### src/rtl/sdma_pkg.sv
package sdma_pkg;
   typedef enum logic {
      DIR_FETCH = 1'b0,
      DIR_STORE = 1'b1
   } sdma_dir_e;
endpackage

### src/rtl/sdma_trigger.sv
module sdma_trigger #(
   parameter int HI_W = 8
) (
   input  logic            clk,
   input  logic            rst,
   input  logic            trig_wr,
   input  logic [HI_W-1:0] trig_data,
   input  logic            cpu_rd,
   input  logic            phi1,
   input  logic            busy,
   input  logic            ovf,
   output logic            en,
   output logic [HI_W-1:0] page
);
   logic pend;
   logic wr_ok;
   logic start;

   assign wr_ok = trig_wr & ~phi1;
   assign start = pend & cpu_rd & ~phi1;

   // arming flag: consumed as soon as the transfer runs
   always_ff @(posedge clk) begin
      if (rst)        pend <= 1'b0;
      else if (busy)  pend <= 1'b0;
      else if (wr_ok) pend <= 1'b1;
   end

   always_ff @(posedge clk) begin
      if (rst)                page <= '0;
      else if (wr_ok && !busy) page <= trig_data;
   end

   // enable flag: set by the start event, cleared by counter wrap
   always_ff @(posedge clk) begin
      if (rst)        en <= 1'b0;
      else if (ovf)   en <= 1'b0;
      else if (start) en <= 1'b1;
   end


   start_on_read_chk: assert property (@(posedge clk) disable iff (rst)
      $rose(en) |-> $past(cpu_rd && !phi1));


   phase_write_ignored_chk: assert property (@(posedge clk) disable iff (rst)
      (trig_wr && phi1 && !pend && !busy) |=> !pend);
endmodule

### src/rtl/sdma_sequencer.sv
module sdma_sequencer
   import sdma_pkg::*;
(
   input  logic      clk,
   input  logic      rst,
   input  logic      bus_ce,
   input  logic      en,
   input  logic      susp,
   output logic      busy,
   output sdma_dir_e dir,
   output logic      rd_stb,
   output logic      wr_stb
);
   logic live;

   // phase-aligned run latch: follows the enable only on bus beats
   always_ff @(posedge clk) begin
      if (rst)         busy <= 1'b0;
      else if (bus_ce) busy <= en;
   end

   // direction keeps stepping through suspension
   always_ff @(posedge clk) begin
      if (rst || !busy)  dir <= DIR_FETCH;
      else if (bus_ce)   dir <= (dir == DIR_FETCH) ? DIR_STORE : DIR_FETCH;
   end

   assign live   = busy & en & bus_ce & ~susp;
   assign rd_stb = live & (dir == DIR_FETCH);
   assign wr_stb = live & (dir == DIR_STORE);


   run_on_phase_chk: assert property (@(posedge clk) disable iff (rst)
      !bus_ce |=> $stable(busy));


   dir_alternates_chk: assert property (@(posedge clk) disable iff (rst)
      (busy && en && bus_ce) |=> (dir != $past(dir)));
endmodule

### src/rtl/sdma_addr.sv
module sdma_addr #(
   parameter int CNT_W = 8
) (
   input  logic             clk,
   input  logic             rst,
   input  logic             busy,
   input  logic             inc,
   output logic [CNT_W-1:0] cnt,
   output logic             ovf
);
   localparam logic [CNT_W-1:0] CNT_MAX = '1;

   always_ff @(posedge clk) begin
      if (rst || !busy) cnt <= '0;
      else if (inc)     cnt <= cnt + 1'b1;
   end

   assign ovf = inc & (cnt == CNT_MAX);


   fresh_low_byte_chk: assert property (@(posedge clk) disable iff (rst)
      $rose(busy) |-> (cnt == '0));


   wrap_to_zero_chk: assert property (@(posedge clk) disable iff (rst)
      ovf |=> (cnt == '0));
endmodule

### src/rtl/sdma_ctrl.sv
module sdma_ctrl
   import sdma_pkg::*;
#(
   parameter int CNT_W   = 8,
   parameter int HI_W    = 8,
   parameter bit REG_RDY = 1'b0
) (
   input  logic                 clk,
   input  logic                 rst,
   input  logic                 trig_wr,
   input  logic [HI_W-1:0]      trig_data,
   input  logic                 cpu_rd,
   input  logic                 phi1,
   input  logic                 bus_ce,
   input  logic                 susp_in,
   input  logic                 peer_rdy,
   output logic [HI_W+CNT_W-1:0] src_addr,
   output logic                 rd_stb,
   output logic                 wr_stb,
   output logic                 inc_stb,
   output logic                 cpu_rdy
);
   localparam int ADDR_W = HI_W + CNT_W;

   if (CNT_W < 1 || CNT_W > 16) begin : g_bad_cnt
      $error("sdma_ctrl: CNT_W out of range");
   end
   if (HI_W < 1 || ADDR_W > 32) begin : g_bad_hi
      $error("sdma_ctrl: HI_W out of range");
   end

   logic             en;
   logic             busy;
   logic             ovf;
   logic [HI_W-1:0]  page;
   logic [CNT_W-1:0] cnt;
   sdma_dir_e        dir;
   logic             own_rdy;

   sdma_trigger #(.HI_W(HI_W)) u_trig (
      .clk(clk), .rst(rst), .trig_wr(trig_wr), .trig_data(trig_data),
      .cpu_rd(cpu_rd), .phi1(phi1), .busy(busy), .ovf(ovf),
      .en(en), .page(page)
   );

   sdma_sequencer u_seq (
      .clk(clk), .rst(rst), .bus_ce(bus_ce), .en(en), .susp(susp_in),
      .busy(busy), .dir(dir), .rd_stb(rd_stb), .wr_stb(wr_stb)
   );

   sdma_addr #(.CNT_W(CNT_W)) u_addr (
      .clk(clk), .rst(rst), .busy(busy), .inc(wr_stb),
      .cnt(cnt), .ovf(ovf)
   );

   assign inc_stb  = wr_stb;
   assign src_addr = {page, cnt};
   assign own_rdy  = ~busy;

   if (REG_RDY) begin : g_rdy_reg
      logic rdy_q;
      always_ff @(posedge clk) begin
         if (rst) rdy_q <= 1'b0;
         else     rdy_q <= own_rdy & peer_rdy;
      end
      assign cpu_rdy = rdy_q;


      halt_during_xfer_chk: assert property (@(posedge clk) disable iff (rst)
         busy |=> !cpu_rdy);
   end else begin : g_rdy_comb
      assign cpu_rdy = own_rdy & peer_rdy;


      halt_during_xfer_chk: assert property (@(posedge clk) disable iff (rst)
         (rd_stb || wr_stb) |-> !cpu_rdy);
   end


   suspend_freeze_chk: assert property (@(posedge clk) disable iff (rst)
      (susp_in && busy) |=> $stable(src_addr[CNT_W-1:0]));


   one_strobe_chk: assert property (@(posedge clk) disable iff (rst)
      !(rd_stb && wr_stb));
endmodule

### config.mk
export PLATFORM = sky130hd
export DESIGN_NAME = sdma_ctrl
export DESIGN_NICKNAME = d
export VERILOG_FILES = /design/src/rtl/sdma_pkg.sv /design/src/rtl/sdma_trigger.sv /design/src/rtl/sdma_sequencer.sv /design/src/rtl/sdma_addr.sv /design/src/rtl/sdma_ctrl.sv
export SDC_FILE = /design/constraint.sdc
export NUM_CORES = 1
export LEC_CHECK = 0
export BUFFER_PORTS_ARGS = -buffer_cell sky130_fd_sc_hd__buf_2
export CAP_MARGIN = 20
export CORE_UTILIZATION = 30
export CTS_CLUSTER_SIZE = 40
export DETAILED_ROUTE_END_ITERATION = 7
export SLEW_MARGIN = 20
export SYNTH_ARGS = -nofsm -noshare
export SYNTH_HDL_FRONTEND = slang
export SYNTH_SLANG_ARGS = --single-unit
### constraint.sdc
create_clock -name clk -period 1.5 [get_ports clk]
set_clock_uncertainty 0.1 [all_clocks]
set_input_delay 0 -clock clk [delete_from_list [all_inputs] [get_ports clk]]
set_output_delay 0 -clock clk [all_outputs]
set_load 0.005 [all_outputs]
==> out/qor.csv <==
metric;value;unit
initial antenna violation count;0;
Detailed Routing Iterations Pass 1;4;
Top Family by Delay on Critical Path;simple AND/OR/NAND/NOR gates;
CP arrival;1620;ps
htree depth;1;
fin crit period;1460;ps
final core utilization;48.8;%
worst path bufs/invs;0;
CTS tree;built;
Fin. Hold Viols;0;
final instance area;1330;um2
row count;19;
DR iter-0 viols;14;
Via density;4.85;
total power;0.00111;W
critical path launch point;u_addr.cnt[0];
Synthesized Nets;110;
die width;55.6;um
post-synth top area cell;dfxtp_1;
FF/Latch Area;408;um2
GPL Wtd Cong;0.714;
number of synthesized flops with an enable pin;0;
outcome;completed;
Yosys warning total;0;
RR Endpoint;u_addr.cnt[4];
CTS Buffer Depth;2;
clock root cell;clkbuf_4;
Max-slew headroom;78.1;%
FFs w/ async S/R, synth;0;%
RSZ-0062 raised after global routing;yes;
Die ar.;3090;um2
Max Cap Viol;0;
Layout Cells excl Fill;179;
placed inst area;1090;um2
Reg2Reg Setup Slack;40;ps
area share of the largest cell type after synthesis;46.5;%
routed length per instance;11.4;um
slew at the pin closest to its max-slew limit;326;ps
synthesized area per cell;9.26;um2
hold_ws;35.6;ps
post-DP HPWL;1410;um
CP startpoint kind;register;
number of clock sinks;20;
Seq/Total Area, Yosys;46.5;%
Core Box Area;2730;um2
CP Class;register to register;
Critical Path RT;1660;ps
R2R Path Start;u_addr.cnt[0];
Crit. path cell count;4;
clock transition at the registers of the reported paths;120;ps
worst skew pair latency;310;ps
vias post-DR;869;
synthesized area;861;um2
Filler cells;271;
Synth area leaders;dfxtp_1 (47%), mux2i_1 (12%), nor2_1 (5.2%);
worst r2r path cells;4;
maximum VDD drop;1.05;mV
vias in the first global route;828;
Placed Cells;160;
CP cell instances;ha_2, nand2_2, or4_4, a21oi_2;
worst hold path type;primary input to register;
Critical Path Fanout Max;5;
Area Overhead vs Synth;54.9;%
IO buf count;35;
ys flop type;dfxtp_1;
Synth top cells by count;dfxtp_1 (20), nor2_1 (12), mux2i_1 (10);
multi-input logic area;452;um2
CP max stage cell;or4_4;
number of I/O pins;36;
count leader, synth;dfxtp_1;
final wirelength;2050;um
GRT Resource Usage Total;14.6;%
Leak;0.595;nW
crit end category;register;
post-synth cell types;29;
largest net degree at the start of global routing;14;
CP peak stage delay;490;ps
drt drc;0;
ANT cells;0;
final slew viol count;0;
Final setup viols;0;
first-pass GRT wire length;3570;um
post-synthesis register bit count;20;
Starting Density;31.5;%
CP endpoint;u_addr.cnt[4];
Nets;166;
cells after synthesis;93;
pwr/cell area;830;nW/um2
cts bufs inserted;3;
Overflow after GRT;0;
layout cells sized above 1;38.5;%
achievable clock frequency;0.683;GHz
chip height;55.6;um
Antenna Nets Post-Route;0;
fin crit share;97.6;%
[flip-flops by register name, summed over array words and instances (netlist names)]
register	flops
u_seq.busy	1
u_addr.cnt	8
u_trig.pend	1
u_trig.en	1
u_seq.dir	1
u_trig.page	8
[worst min path at each step]
| stage | startpoint | endpoint | slack, ps | cells past startpoint |
|---|---|---|---|---|
| after floorplan | rst | u_trig.en | -30 | 1 |
| after global placement | trig_data[3] | u_trig.page[3] | 130 | 3 |
| after detailed placement | trig_data[5] | u_trig.page[5] | 150 | 3 |
| after CTS | susp_in | u_addr.cnt[1] | 40 | 4 |
| after global routing | susp_in | u_addr.cnt[1] | 50 | 4 |
| final | susp_in | u_addr.cnt[1] | 40 | 4 |
[area by class of cell]
| cell class | count | area share [%] |
|---|---|---|
| multi-input cells | 64 | 33.9 |
| inverters | 4 | 1.13 |
| clock inverters | 1 | 2.25 |
| repair buffers | 56 | 27.6 |
| well taps | 31 | 2.91 |
| clock buffers | 3 | 1.69 |
| flip-flops and latches | 20 | 30.6 |
[through the flow]
stage                     TNS [ps]  setup WS, ps
after global placement           0          46.4
after global routing         -20.7         -10.8
after detailed placement         0          5.42
final                            0          36.2
after floorplan                  0          95.0
after CTS                        0          11.3
[what timing repair did]
| item | CTS | global route |
|---|---|---|
| endpoints found under the hold margin | 12 | 0 |
| gates resized for setup | 2 | 10 |
| pin swaps | 0 | 0 |
| endpoints found under the setup margin | 1 | 10 |
| buffers inserted | 0 | 1 |
| hold buffers | 15 | 0 |
[where the power goes]
part | total (W) | switching (W) | internal, W
sequential | 0.000552 | 0.00000814 | 0.000543
combinational | 0.000108 | 0.0000401 | 0.0000682
clock | 0.000447 | 0.000177 | 0.000270
total | 0.00111 | 0.000225 | 0.000882
[tightest hold or removal path, stage by stage]
cell and delay [ps]:
buf_2 90, and4b_1 200, nand3_1 80, a21oi_1 50
[layer usage]
metal	vias to the layer above	GRT usage [%]	routed length, um
met5	-	0	0
met4	0	3.21	13
met3	2	5.39	122
met2	28	24.3	1020
met1	391	17.9	889
li1	448	-	-
[layout by cell type (no fill, tap or decap), drive strengths merged, types with 2 or more instances in the layout]
| master | instances |
|---|---|
| buf | 42 |
| o31ai | 4 |
| mux2i | 10 |
| a31oi | 2 |
| nor3 | 2 |
| nand3 | 3 |
| nor4 | 2 |
| clkbuf | 3 |
| o21ai | 2 |
| nor2 | 12 |
| a21oi | 7 |
| or4 | 4 |
| dfxtp | 20 |
| dlygate4sd3 | 14 |
| nand2 | 3 |
| inv | 4 |
[logic make-up (layout without fill, tap and decap cells)]
family,count (synthesis),count (layout),synth area share (%)
fa+ha+maj,1,1,1.45
simple gates,35,35,22.8
buf+inv,9,64,4.65
compound gates,17,17,11.9
xor+xnor,1,1,1.02
mux,10,10,11.6
flops,20,20,46.5
(Power assumes the default switching activity.)
